## src/rtl/prog_seq_pkg.sv

```systemverilog
package prog_seq_pkg;

  localparam logic [7:0] CMD_PGM_SETUP = 8'h40;
  localparam logic [7:0] CMD_PGM_CHECK = 8'hC0;
  localparam logic [7:0] CMD_READ_MODE = 8'h00;

  typedef enum logic [3:0] {
    S_IDLE,
    S_RAMPUP,
    S_SETUP,
    S_DATA,
    S_PROG,
    S_VCMD,
    S_RECOV,
    S_READ,
    S_CMP,
    S_RDCMD,
    S_RAMPDN
  } seq_state_t;

endpackage

```

## src/rtl/seq_timer.sv

```systemverilog
module seq_timer #(
  parameter int TW = 16
) (
  input  logic          clk,
  input  logic          rst,
  input  logic          load,
  input  logic [TW-1:0] load_val,
  output logic          zero
);

  logic [TW-1:0] cnt;

  always_ff @(posedge clk) begin
    if (rst) begin
      cnt <= '0;
    end else if (load) begin
      cnt <= load_val;
    end else if (cnt != '0) begin
      cnt <= cnt - 1'b1;
    end
  end

  assign zero = (cnt == '0);


  load_value_chk: assert property (@(posedge clk) disable iff (rst)
    load |=> (cnt == $past(load_val)));

endmodule

```

## src/rtl/seq_ctr.sv

```systemverilog
module seq_ctr #(
  parameter int AW   = 8,
  parameter int MAXP = 25,
  parameter int PW   = 5
) (
  input  logic          clk,
  input  logic          rst,
  input  logic          clear,
  input  logic          adv_addr,
  input  logic          adv_pulse,
  output logic [AW-1:0] addr,
  output logic [PW-1:0] pulse,
  output logic          last_pulse
);

  always_ff @(posedge clk) begin
    if (rst) begin
      addr  <= '0;
      pulse <= PW'(1);
    end else if (clear) begin
      addr  <= '0;
      pulse <= PW'(1);
    end else if (adv_addr) begin
      addr  <= addr + 1'b1;
      pulse <= PW'(1);
    end else if (adv_pulse) begin
      pulse <= pulse + 1'b1;
    end
  end

  assign last_pulse = (pulse == PW'(MAXP));


  pulse_range_chk: assert property (@(posedge clk) disable iff (rst)
    (pulse >= PW'(1)) && (pulse <= PW'(MAXP)));


  addr_step_chk: assert property (@(posedge clk) disable iff (rst)
    (adv_addr && !clear) |=> (addr == $past(addr) + 1'b1) && (pulse == PW'(1)));

endmodule

```

## src/rtl/fw_prog_seq.sv

```systemverilog
module fw_prog_seq
  import prog_seq_pkg::*;
#(
  parameter int ADDR_W     = 8,
  parameter int DATA_W     = 8,
  parameter int CLK_MHZ    = 100,
  parameter int PROG_US    = 10,
  parameter int VERIFY_US  = 6,
  parameter int RAMP_US    = 2,
  parameter int MAX_PULSES = 25
) (
  input  logic              clk,
  input  logic              rst,
  input  logic              start,
  input  logic [ADDR_W-1:0] end_addr,
  output logic [ADDR_W-1:0] exp_addr,
  input  logic [DATA_W-1:0] exp_data,
  output logic [ADDR_W-1:0] bus_addr,
  output logic [DATA_W-1:0] bus_wdata,
  input  logic [DATA_W-1:0] bus_rdata,
  output logic              bus_wr,
  output logic              bus_rd,
  output logic              busy,
  output logic              done,
  output logic              pass,
  output logic              fail,
  output logic [ADDR_W-1:0] fail_addr
);

  localparam int PROG_CYC = (CLK_MHZ * PROG_US   > 0) ? CLK_MHZ * PROG_US   : 1;
  localparam int REC_CYC  = (CLK_MHZ * VERIFY_US > 0) ? CLK_MHZ * VERIFY_US : 1;
  localparam int RAMP_CYC = (CLK_MHZ * RAMP_US   > 0) ? CLK_MHZ * RAMP_US   : 1;
  localparam int MAX_CYC  = (PROG_CYC > REC_CYC) ?
                            ((PROG_CYC > RAMP_CYC) ? PROG_CYC : RAMP_CYC) :
                            ((REC_CYC  > RAMP_CYC) ? REC_CYC  : RAMP_CYC);
  localparam int TW       = $clog2(MAX_CYC + 1);
  localparam int PULSE_W  = $clog2(MAX_PULSES + 1);
  localparam logic [TW-1:0] PROG_LD = TW'(PROG_CYC - 1);
  localparam logic [TW-1:0] REC_LD  = TW'(REC_CYC - 1);
  localparam logic [TW-1:0] RAMP_LD = TW'(RAMP_CYC - 1);

  seq_state_t state, state_d;

  logic              tmr_load, tmr_zero;
  logic [TW-1:0]     tmr_val;
  logic              ctr_clear, ctr_adv_addr, ctr_adv_pulse;
  logic [ADDR_W-1:0] cur_addr;
  logic [PULSE_W-1:0] cur_pulse;
  logic              last_pulse;
  logic [ADDR_W-1:0] end_q, fa_q;
  logic [DATA_W-1:0] exp_q;
  logic              ok_q, hit, at_end;

  seq_timer #(.TW(TW)) i_timer (
    .clk      (clk),
    .rst      (rst),
    .load     (tmr_load),
    .load_val (tmr_val),
    .zero     (tmr_zero)
  );

  seq_ctr #(.AW(ADDR_W), .MAXP(MAX_PULSES), .PW(PULSE_W)) i_ctr (
    .clk        (clk),
    .rst        (rst),
    .clear      (ctr_clear),
    .adv_addr   (ctr_adv_addr),
    .adv_pulse  (ctr_adv_pulse),
    .addr       (cur_addr),
    .pulse      (cur_pulse),
    .last_pulse (last_pulse)
  );

  assign hit      = (bus_rdata == exp_q);
  assign at_end   = (cur_addr == end_q);
  assign exp_addr = cur_addr;

  always_comb begin
    state_d       = state;
    tmr_load      = 1'b0;
    tmr_val       = '0;
    ctr_clear     = 1'b0;
    ctr_adv_addr  = 1'b0;
    ctr_adv_pulse = 1'b0;
    case (state)
      S_IDLE: if (start) begin
        state_d   = S_RAMPUP;
        tmr_load  = 1'b1;
        tmr_val   = RAMP_LD;
        ctr_clear = 1'b1;
      end
      S_RAMPUP: if (tmr_zero) state_d = S_SETUP;
      S_SETUP:  state_d = S_DATA;
      S_DATA: begin
        state_d  = S_PROG;
        tmr_load = 1'b1;
        tmr_val  = PROG_LD;
      end
      S_PROG: if (tmr_zero) state_d = S_VCMD;
      S_VCMD: begin
        state_d  = S_RECOV;
        tmr_load = 1'b1;
        tmr_val  = REC_LD;
      end
      S_RECOV: if (tmr_zero) state_d = S_READ;
      S_READ:  state_d = S_CMP;
      S_CMP: begin
        if (hit) begin
          if (at_end) begin
            state_d = S_RDCMD;
          end else begin
            ctr_adv_addr = 1'b1;
            state_d      = S_SETUP;
          end
        end else if (last_pulse) begin
          state_d  = S_RAMPDN;
          tmr_load = 1'b1;
          tmr_val  = RAMP_LD;
        end else begin
          ctr_adv_pulse = 1'b1;
          state_d       = S_SETUP;
        end
      end
      S_RDCMD: begin
        state_d  = S_RAMPDN;
        tmr_load = 1'b1;
        tmr_val  = RAMP_LD;
      end
      S_RAMPDN: if (tmr_zero) state_d = S_IDLE;
      default:  state_d = S_IDLE;
    endcase
  end

  always_ff @(posedge clk) begin
    if (rst) begin
      state <= S_IDLE;
      end_q <= '0;
      exp_q <= '0;
      ok_q  <= 1'b0;
      fa_q  <= '0;
    end else begin
      state <= state_d;
      if (state == S_IDLE && start) begin
        end_q <= end_addr;
        ok_q  <= 1'b0;
        fa_q  <= '0;
      end
      if (state_d == S_DATA) exp_q <= exp_data;
      if (state == S_CMP) begin
        if (hit && at_end) begin
          ok_q <= 1'b1;
        end else if (!hit && last_pulse) begin
          ok_q <= 1'b0;
          fa_q <= cur_addr;
        end
      end
    end
  end

  // registered bus side, decoded from the next state
  always_ff @(posedge clk) begin
    if (rst) begin
      bus_wr    <= 1'b0;
      bus_rd    <= 1'b0;
      bus_addr  <= '0;
      bus_wdata <= '0;
      busy      <= 1'b0;
    end else begin
      bus_wr   <= (state_d == S_SETUP) || (state_d == S_DATA) ||
                  (state_d == S_VCMD)  || (state_d == S_RDCMD);
      bus_rd   <= (state_d == S_READ);
      busy     <= (state_d != S_IDLE);
      bus_addr <= ((state_d == S_DATA) || (state_d == S_READ)) ? cur_addr : '0;
      case (state_d)
        S_SETUP: bus_wdata <= DATA_W'(CMD_PGM_SETUP);
        S_DATA:  bus_wdata <= exp_data;
        S_VCMD:  bus_wdata <= DATA_W'(CMD_PGM_CHECK);
        S_RDCMD: bus_wdata <= DATA_W'(CMD_READ_MODE);
        default: bus_wdata <= '0;
      endcase
    end
  end

  // verdict side
  always_ff @(posedge clk) begin
    if (rst) begin
      done      <= 1'b0;
      pass      <= 1'b0;
      fail      <= 1'b0;
      fail_addr <= '0;
    end else begin
      done <= 1'b0;
      if (state == S_IDLE && start) begin
        pass      <= 1'b0;
        fail      <= 1'b0;
        fail_addr <= '0;
      end else if (state == S_RAMPDN && tmr_zero) begin
        done      <= 1'b1;
        pass      <= ok_q;
        fail      <= !ok_q;
        fail_addr <= fa_q;
      end
    end
  end


  strobe_excl_chk: assert property (@(posedge clk) disable iff (rst)
    !(bus_wr && bus_rd));


  prog_hold_chk: assert property (@(posedge clk) disable iff (rst)
    (state == S_PROG && !tmr_zero) |=> (state == S_PROG));


  fail_quiet_chk: assert property (@(posedge clk) disable iff (rst)
    fail |-> !bus_wr && !bus_rd);


  done_pulse_chk: assert property (@(posedge clk) disable iff (rst)
    done |=> !done);


  verdict_excl_chk: assert property (@(posedge clk) disable iff (rst)
    !(pass && fail));


  start_ignored_chk: assert property (@(posedge clk) disable iff (rst)
    (busy && start) |=> $stable(end_q));

endmodule

```

## config.mk

```make
export PLATFORM = sky130hd
export DESIGN_NAME = fw_prog_seq
export DESIGN_NICKNAME = d
export VERILOG_FILES = /design/src/rtl/prog_seq_pkg.sv /design/src/rtl/seq_timer.sv /design/src/rtl/seq_ctr.sv /design/src/rtl/fw_prog_seq.sv
export SDC_FILE = /design/constraint.sdc
export NUM_CORES = 1
export LEC_CHECK = 0
export ABC_CLOCK_PERIOD_IN_PS = 3800
export BUFFER_PORTS_ARGS = -buffer_cell sky130_fd_sc_hd__buf_2
export CAP_MARGIN = 40
export CORE_AREA = 2 2 92 94
export DETAILED_ROUTE_END_ITERATION = 10
export DIE_AREA = 0 0 94 96
export PLACE_DENSITY = 0.74
export SYNTH_ARGS = -nofsm -noshare
export SYNTH_HDL_FRONTEND = slang
export SYNTH_SLANG_ARGS = --single-unit
```

## constraint.sdc

```tcl
create_clock -name clk -period 3.8 [get_ports clk]
set_input_delay 0.76 -clock clk [delete_from_list [all_inputs] [get_ports clk]]
set_output_delay 0.76 -clock clk [all_outputs]
set_load 0.02 [all_outputs]
```

==> results of run 1 <==
## synth_stat cells, types with 4 or more instances
library cell,n
and2_2,6
ha_1,4
xnor2_1,23
clkbuf_1,9
nor3_1,6
and3_1,4
buf_2,4
nor3_2,4
nor2_1,22
nand2b_1,4
and2_1,13
dfxtp_1,82
nand3_1,15
nor2b_1,4
nand4_1,11
xor2_1,12
nand2_1,74
inv_1,4
a221oi_1,4
a21oi_1,42
## layer usage
layer / vias to the layer above / track usage (%) / wire (um)
li1: 1505 / - / -
met1: 1387 / 22.2 / 3570
met2: 55 / 29.3 / 3730
met3: 11 / 4.54 / 336
met4: 0 / 7.49 / 128
met5: - / 0 / 0
## critical path, cell delays in order, from the launching register on
cell      delay, ns
dfxtp_1        0.59
nor2b_1        0.34
nand2_1        0.19
nor3_2         0.43
nand2_1        0.30
a21boi_4       0.30
and3b_1        0.21
## per-stage QoR
| step | setup slack, ns | util [%] | cells | power (uW) |
|---|---|---|---|---|
| finish | 1.39 | 51.2 | 570 | 2200 |
| global route | 1.19 | 51.2 | 570 | 2330 |
| CTS | 1.42 | 51.2 | 570 | 2210 |
| detailed placement | 1.21 | 48.9 | 554 | 1630 |
| floorplan | 1.66 | - | 401 | 1500 |
| global placement | 1.28 | 48.9 | 554 | 1610 |
## sequential cells by signal (all words and copies together), names as in the netlist
register and count:
fail 1, state 4, fail_addr 8, end_q 8, exp_q 8, fa_q 8, bus_addr 8, ok_q 1
done 1, i_ctr.pulse 5, pass 1, i_timer.cnt 10, bus_wr 1, i_ctr.addr 8, bus_rd 1, bus_wdata 8
busy 1
## final cells by class
class                      count  share of cell area (%)
sequential                    82                    39.8
timing repair buffer          66                    8.13
multi-input combinational    297                    44.1
tap                          105                    3.19
clock inverter                 7                    1.43
inverter                       4                   0.364
clock buffer                   9                    3.00
## power breakdown
part | switching, uW | internal [uW] | leakage [uW]
sequential | 83.1 | 935 | 0.000664
combinational | 342 | 248 | 0.000845
clock | 344 | 247 | 0.0000872
total | 769 | 1430 | 0.00160
## cell families after synthesis
family | count (synthesis) | share of synthesized area, %
compound gates | 72 | 13.9
xor+xnor | 35 | 8.61
fa+ha+maj | 4 | 1.41
buf+inv | 22 | 2.88
flops | 82 | 46.1
mux | 2 | 0.562
simple gates | 184 | 26.5
## layout by cell type, fill, tap and decap left out, types with 6 or more instances in the layout
cell / instances
buf_2: 64
xnor2_1: 23
dfxtp_1: 82
xor2_1: 12
nand3_1: 15
and2_2: 6
a21oi_1: 42
and2_1: 13
nor3_1: 6
nor2_1: 22
nand4_1: 11
nand2_1: 74
clkbuf_8: 9
## how the worst max path moves through the flow
stage,startpoint,endpoint,slack (ns)
after global placement,bus_rdata[4],bus_rd$_SDFF_PP0_,1.28
after global routing,state[3]$_SDFF_PP0_,bus_rd$_SDFF_PP0_,1.19
after floorplan,bus_rdata[2],i_timer.cnt[5]$_SDFFE_PP0P_,1.66
after CTS,state[3]$_SDFF_PP0_,bus_rd$_SDFF_PP0_,1.42
after detailed placement,bus_rdata[4],bus_rd$_SDFF_PP0_,1.21
final,state[3]$_SDFF_PP0_,bus_rd$_SDFF_PP0_,1.39
==> metrics.txt, run 1 <==
Clock Latency Late Sink between 0.3 and 0.4 ns; Slew HR 40.6%; min cycle time layout around 2.4 ns; Worst Path Max Fanout 15; Worst-Margin Slew approximately 0.9 ns; Synth cell types 60; Initial Util between 40% and 50%; Pleak about 0.0016 uW; Setup Buffers After CTS 0; DRT iter0 DRCs 100; Setup Skew slightly below 0.01 ns; RSZ-0062 raised after global routing no; sequential share of the synthesized area between 40% and 50%; hold path start fail_addr[5]$_SDFFE_PP0P_; Mean Syn Cell Area 8.88 um2; Worst R2R Path Depth 6; EDFF count, synth 0; Num CTS Buffers 9; ranking of synthesized cells by area dfxtp_1 46%, nand2_1 7.8%, a21oi_1 5.9%, xnor2_1 5.7%, xor2_1 3.0%; WHS 0.456 ns; DRC 0; post-synthesis instance area ~3600 um2; post-synth top area cell dfxtp_1; Crit Path Category flip-flop to flip-flop; vias in the first global route approximately 2600; Synth Instances between 400 and 500; worst r2r dst bus_rd$_SDFF_PP0_; Crit path required time just over 4 ns; WHS Endpoint fail_addr[5]$_SDFFE_PP0P_; clock root buffer clkbuf_8; DIE HEIGHT ~96 um; Num Clock Sinks between 80 and 90; Core Area 8050 um2; Reg clk slew, reported paths ~0.090 ns; initial antenna violation count 0; max cap viols 0; total grt overflow 0; Crit. End Element flip-flop; Detailed Route WL 7770 um; PD cells about 530 nW/um2; # rows 33; startpoint types flip-flop; Buffers on Ports between 60 and 70; GPL Wtd Cong between 0.8 and 0.9; share of layout cells above drive strength 1 about 23%; yosys warns 0; CTS tree built; multi-input combinational cell area approximately 1800 um2; Nets 491; die width around 94 um; wire per inst about 14 um; Worst VDD drop between 0.3 and 0.4 mV; Peak Freq 414 MHz; antenna viol nets, final 0; Tcrit/Tclk final between 60% and 70%; via count 2958; first-pass GRT wire length roughly 12000 um; maximum clock path buffer count 2; setup_tns 0 ns; Die ar. ~9000 um2; CTS resizes 0; design area a little over 4000 um2; Ports 65; Reg area between 1500 and 2000 um2; Pins Over Slew Limit 0; WP data arrival roughly 2.7 ns; post-synthesis async set-or-reset flop share 0%; Main synth FF type dfxtp_1; drt first pass iters 4; Hold WC Path Type flip-flop to flip-flop; filler cell count roughly 770; synth-to-layout area growth 15.8%; Hold Path Stages 2; Tot GR Track Use between 10% and 20%; Yosys top cell area share between 40% and 50%; Vias per Instance slightly above 5; area post-placement just under 4000 um2; Mapped Nets 432; FF-to-FF Start state[3]$_SDFF_PP0_; dpl hpwl 5680 um; flop2flop setup slack roughly 1.4 ns; Hold Fails Final Rpt 0; largest net degree at the start of global routing 47; outcome completed; # setup viols final 0; synthesized flop and latch total 82; # H-tree levels 3; Antenna Cells 0; hold bufs inserted after CTS 0
(Power assumes the default switching activity.)
==> run 2: changes to the inputs <==
--- a/config.mk
+++ b/config.mk
@@ -5,7 +5,7 @@
 export SDC_FILE = /design/constraint.sdc
 export NUM_CORES = 1
 export LEC_CHECK = 0
-export ABC_CLOCK_PERIOD_IN_PS = 3800
+export ABC_CLOCK_PERIOD_IN_PS = 2250
 export BUFFER_PORTS_ARGS = -buffer_cell sky130_fd_sc_hd__buf_2
 export CAP_MARGIN = 40
 export CORE_AREA = 2 2 92 94
==> constraint.sdc (replaced) <==
create_clock -name clk -period 2.25 [get_ports clk]
set_input_delay 0.45 -clock clk [delete_from_list [all_inputs] [get_ports clk]]
set_output_delay 0.45 -clock clk [all_outputs]
set_load 0.02 [all_outputs]
==> metrics.txt, run 2 (synthesis gave the netlist of run 1 again) <==
multi-input combinational cell area between 1500 and 2000 um2; max cap viols 0; filler cell count around 730; largest reg by FF count i_timer.cnt; Pins Over Slew Limit 0; Core Area just over 8000 um2; Clock Latency Late Sink approximately 0.37 ns; Initial Util 44.2%; Antenna Cells 0; flop2flop setup slack 0.03 ns; FF-to-FF Start i_timer.cnt[0]$_SDFFE_PP0P_; Final Util approximately 54%; Peak Freq about 450 MHz; WHS Endpoint bus_wdata[5]$_SDFF_PP0_; WL met1 between 3000 and 4000 um; commonest non-fill, non-tap cells in the layout 80 x dfxtp_1, 74 x nand2_1, 64 x buf_2, 42 x a21oi_1, 29 x buf_4; Pleak approximately 0.0017 uW; largest net degree at the start of global routing 26; wire per inst around 14 um; Setup Skew between 0.01 and 0.015 ns; Switching Share between 30% and 40%; Crit Path Category flip-flop to flip-flop; Die ar. about 9000 um2; # H-tree levels 3; worst r2r dst bus_rd$_SDFF_PP0_; Detailed Route WL between 8000 and 9000 um; Comb power frac a little under a third; CTS tree built; antenna viol nets, final 0; GPL Wtd Cong 0.844; CP max-delay cell or3b_4; hold path start exp_data[5]; family with the most delay on the worst path compound AO/OA/AOI/OAI gates; Power Internal between 2000 and 3000 uW; Final WS setup between 0.03 and 0.04 ns; Cell Chain, Critical Path inv_2, ha_2, or3b_4, o31ai_4, a22oi_2, a21oi_2, a21boi_4, and3b_1; metal2 WL ~4000 um; outcome completed; Hold Fails Final Rpt 0; Crit path required time approximately 2.6 ns; clock root buffer clkbuf_8; drt first pass iters 4; Ports 65; Worst-Margin Slew roughly 0.5 ns; # setup viols final 0; commonest non-fill, non-tap cell in the layout dfxtp_1; DIE HEIGHT approximately 96 um; share of layout cells above drive strength 1 between 20% and 30%; Nets 520; via count around 3100; post-place setup slack approximately 0.054 ns; Worst R2R Path Depth 8; Num CTS Buffers 9; Tot Pwr a little under 4000 uW; initial antenna violation count 0; Worst Path Max Fanout 5; max reg flops 10; Tcrit/Tclk final 98.6%; Slew HR roughly 66%; CP max stage delay 0.41 ns; Crit. End Element flip-flop; Reg clk slew, reported paths approximately 0.09 ns; # rows 33; PD cells roughly 890 nW/um2; die width 94 um; min cycle time layout about 2.2 ns; WP data arrival between 2 and 3 ns; Num Clock Sinks 82; Worst VDD drop 0.443 mV; synth-to-layout area growth 23.0%; WHS 0.300 ns; Psw between 1000 and 1500 uW; dpl hpwl approximately 6000 um; vias in the first global route about 2800; DRC 0; Vias per Instance 5.17; top sig layer met4; Reg area around 1600 um2; Clk pwr share around a quarter; DR WL met3 roughly 400 um; Hold Path Stages 2; Hold WC Path Type primary input to flip-flop; first-pass GRT wire length 13300 um; Tot GR Track Use about a fifth; DRT iter0 DRCs between 150 and 200; maximum clock path buffer count 2; Buffers on Ports between 60 and 70; Sequential Power Share 44.3%; total grt overflow 0; Buf+Inv Stages, Crit Path 1; startpoint types flip-flop; CP Launch Point i_timer.cnt[0]$_SDFFE_PP0P_; setup_tns 0 ns
run 2: power by group through the flow:
stage	Clock, uW	Combinational (uW)	Sequential, uW
after floorplan	0	817	1720
after global placement	0	1020	1740
after detailed placement	0	1060	1750
after CTS	1020	1060	1720
after global routing	1080	1290	1740
final	999	1170	1730
run 2: final cells by class:
class / count / share of cell area (%)
Multi-Input combinational cell: 298 / 42.1
Sequential cell: 82 / 37.5
Timing Repair Buffer: 94 / 12.7
Clock buffer: 10 / 3.14
Tap cell: 105 / 3.00
Clock inverter: 6 / 1.14
Inverter: 4 / 0.343
run 2: worst max path at each step:
stage	end	slack [ns]	cells past startpoint
finish	bus_rd$_SDFF_PP0_	0.03	8
global route	bus_rd$_SDFF_PP0_	-0.03	8
CTS	bus_rd$_SDFF_PP0_	0.05	8
detailed placement	i_timer.cnt[8]$_SDFFE_PP0P_	0.05	7
global placement	i_timer.cnt[5]$_SDFFE_PP0P_	0.17	7
floorplan	bus_addr[0]$_SDFF_PP0_	0.32	8
run 2: per-stage QoR:
stage                     area, um2  std cells
after global routing           4380        599
after global placement         4120        578
after floorplan                3560        401
final                          4380        599
after CTS                      4310        594
after detailed placement       4120        578
run 2: metal layers:
layer | track usage [%] | vias to the layer above
met2 | 30.7 | 78
met3 | 3.76 | 17
met1 | 24.2 | 1437
met4 | 9.42 | 0
met5 | 0 | -
li1 | - | 1565
run 2: what timing repair did:
action | 4_1_cts | 5_1_grt
buffers inserted | 0 | 4
setup endpoints to repair | 0 | 13
hold buffers | 0 | 0
gates resized for setup | 0 | 6
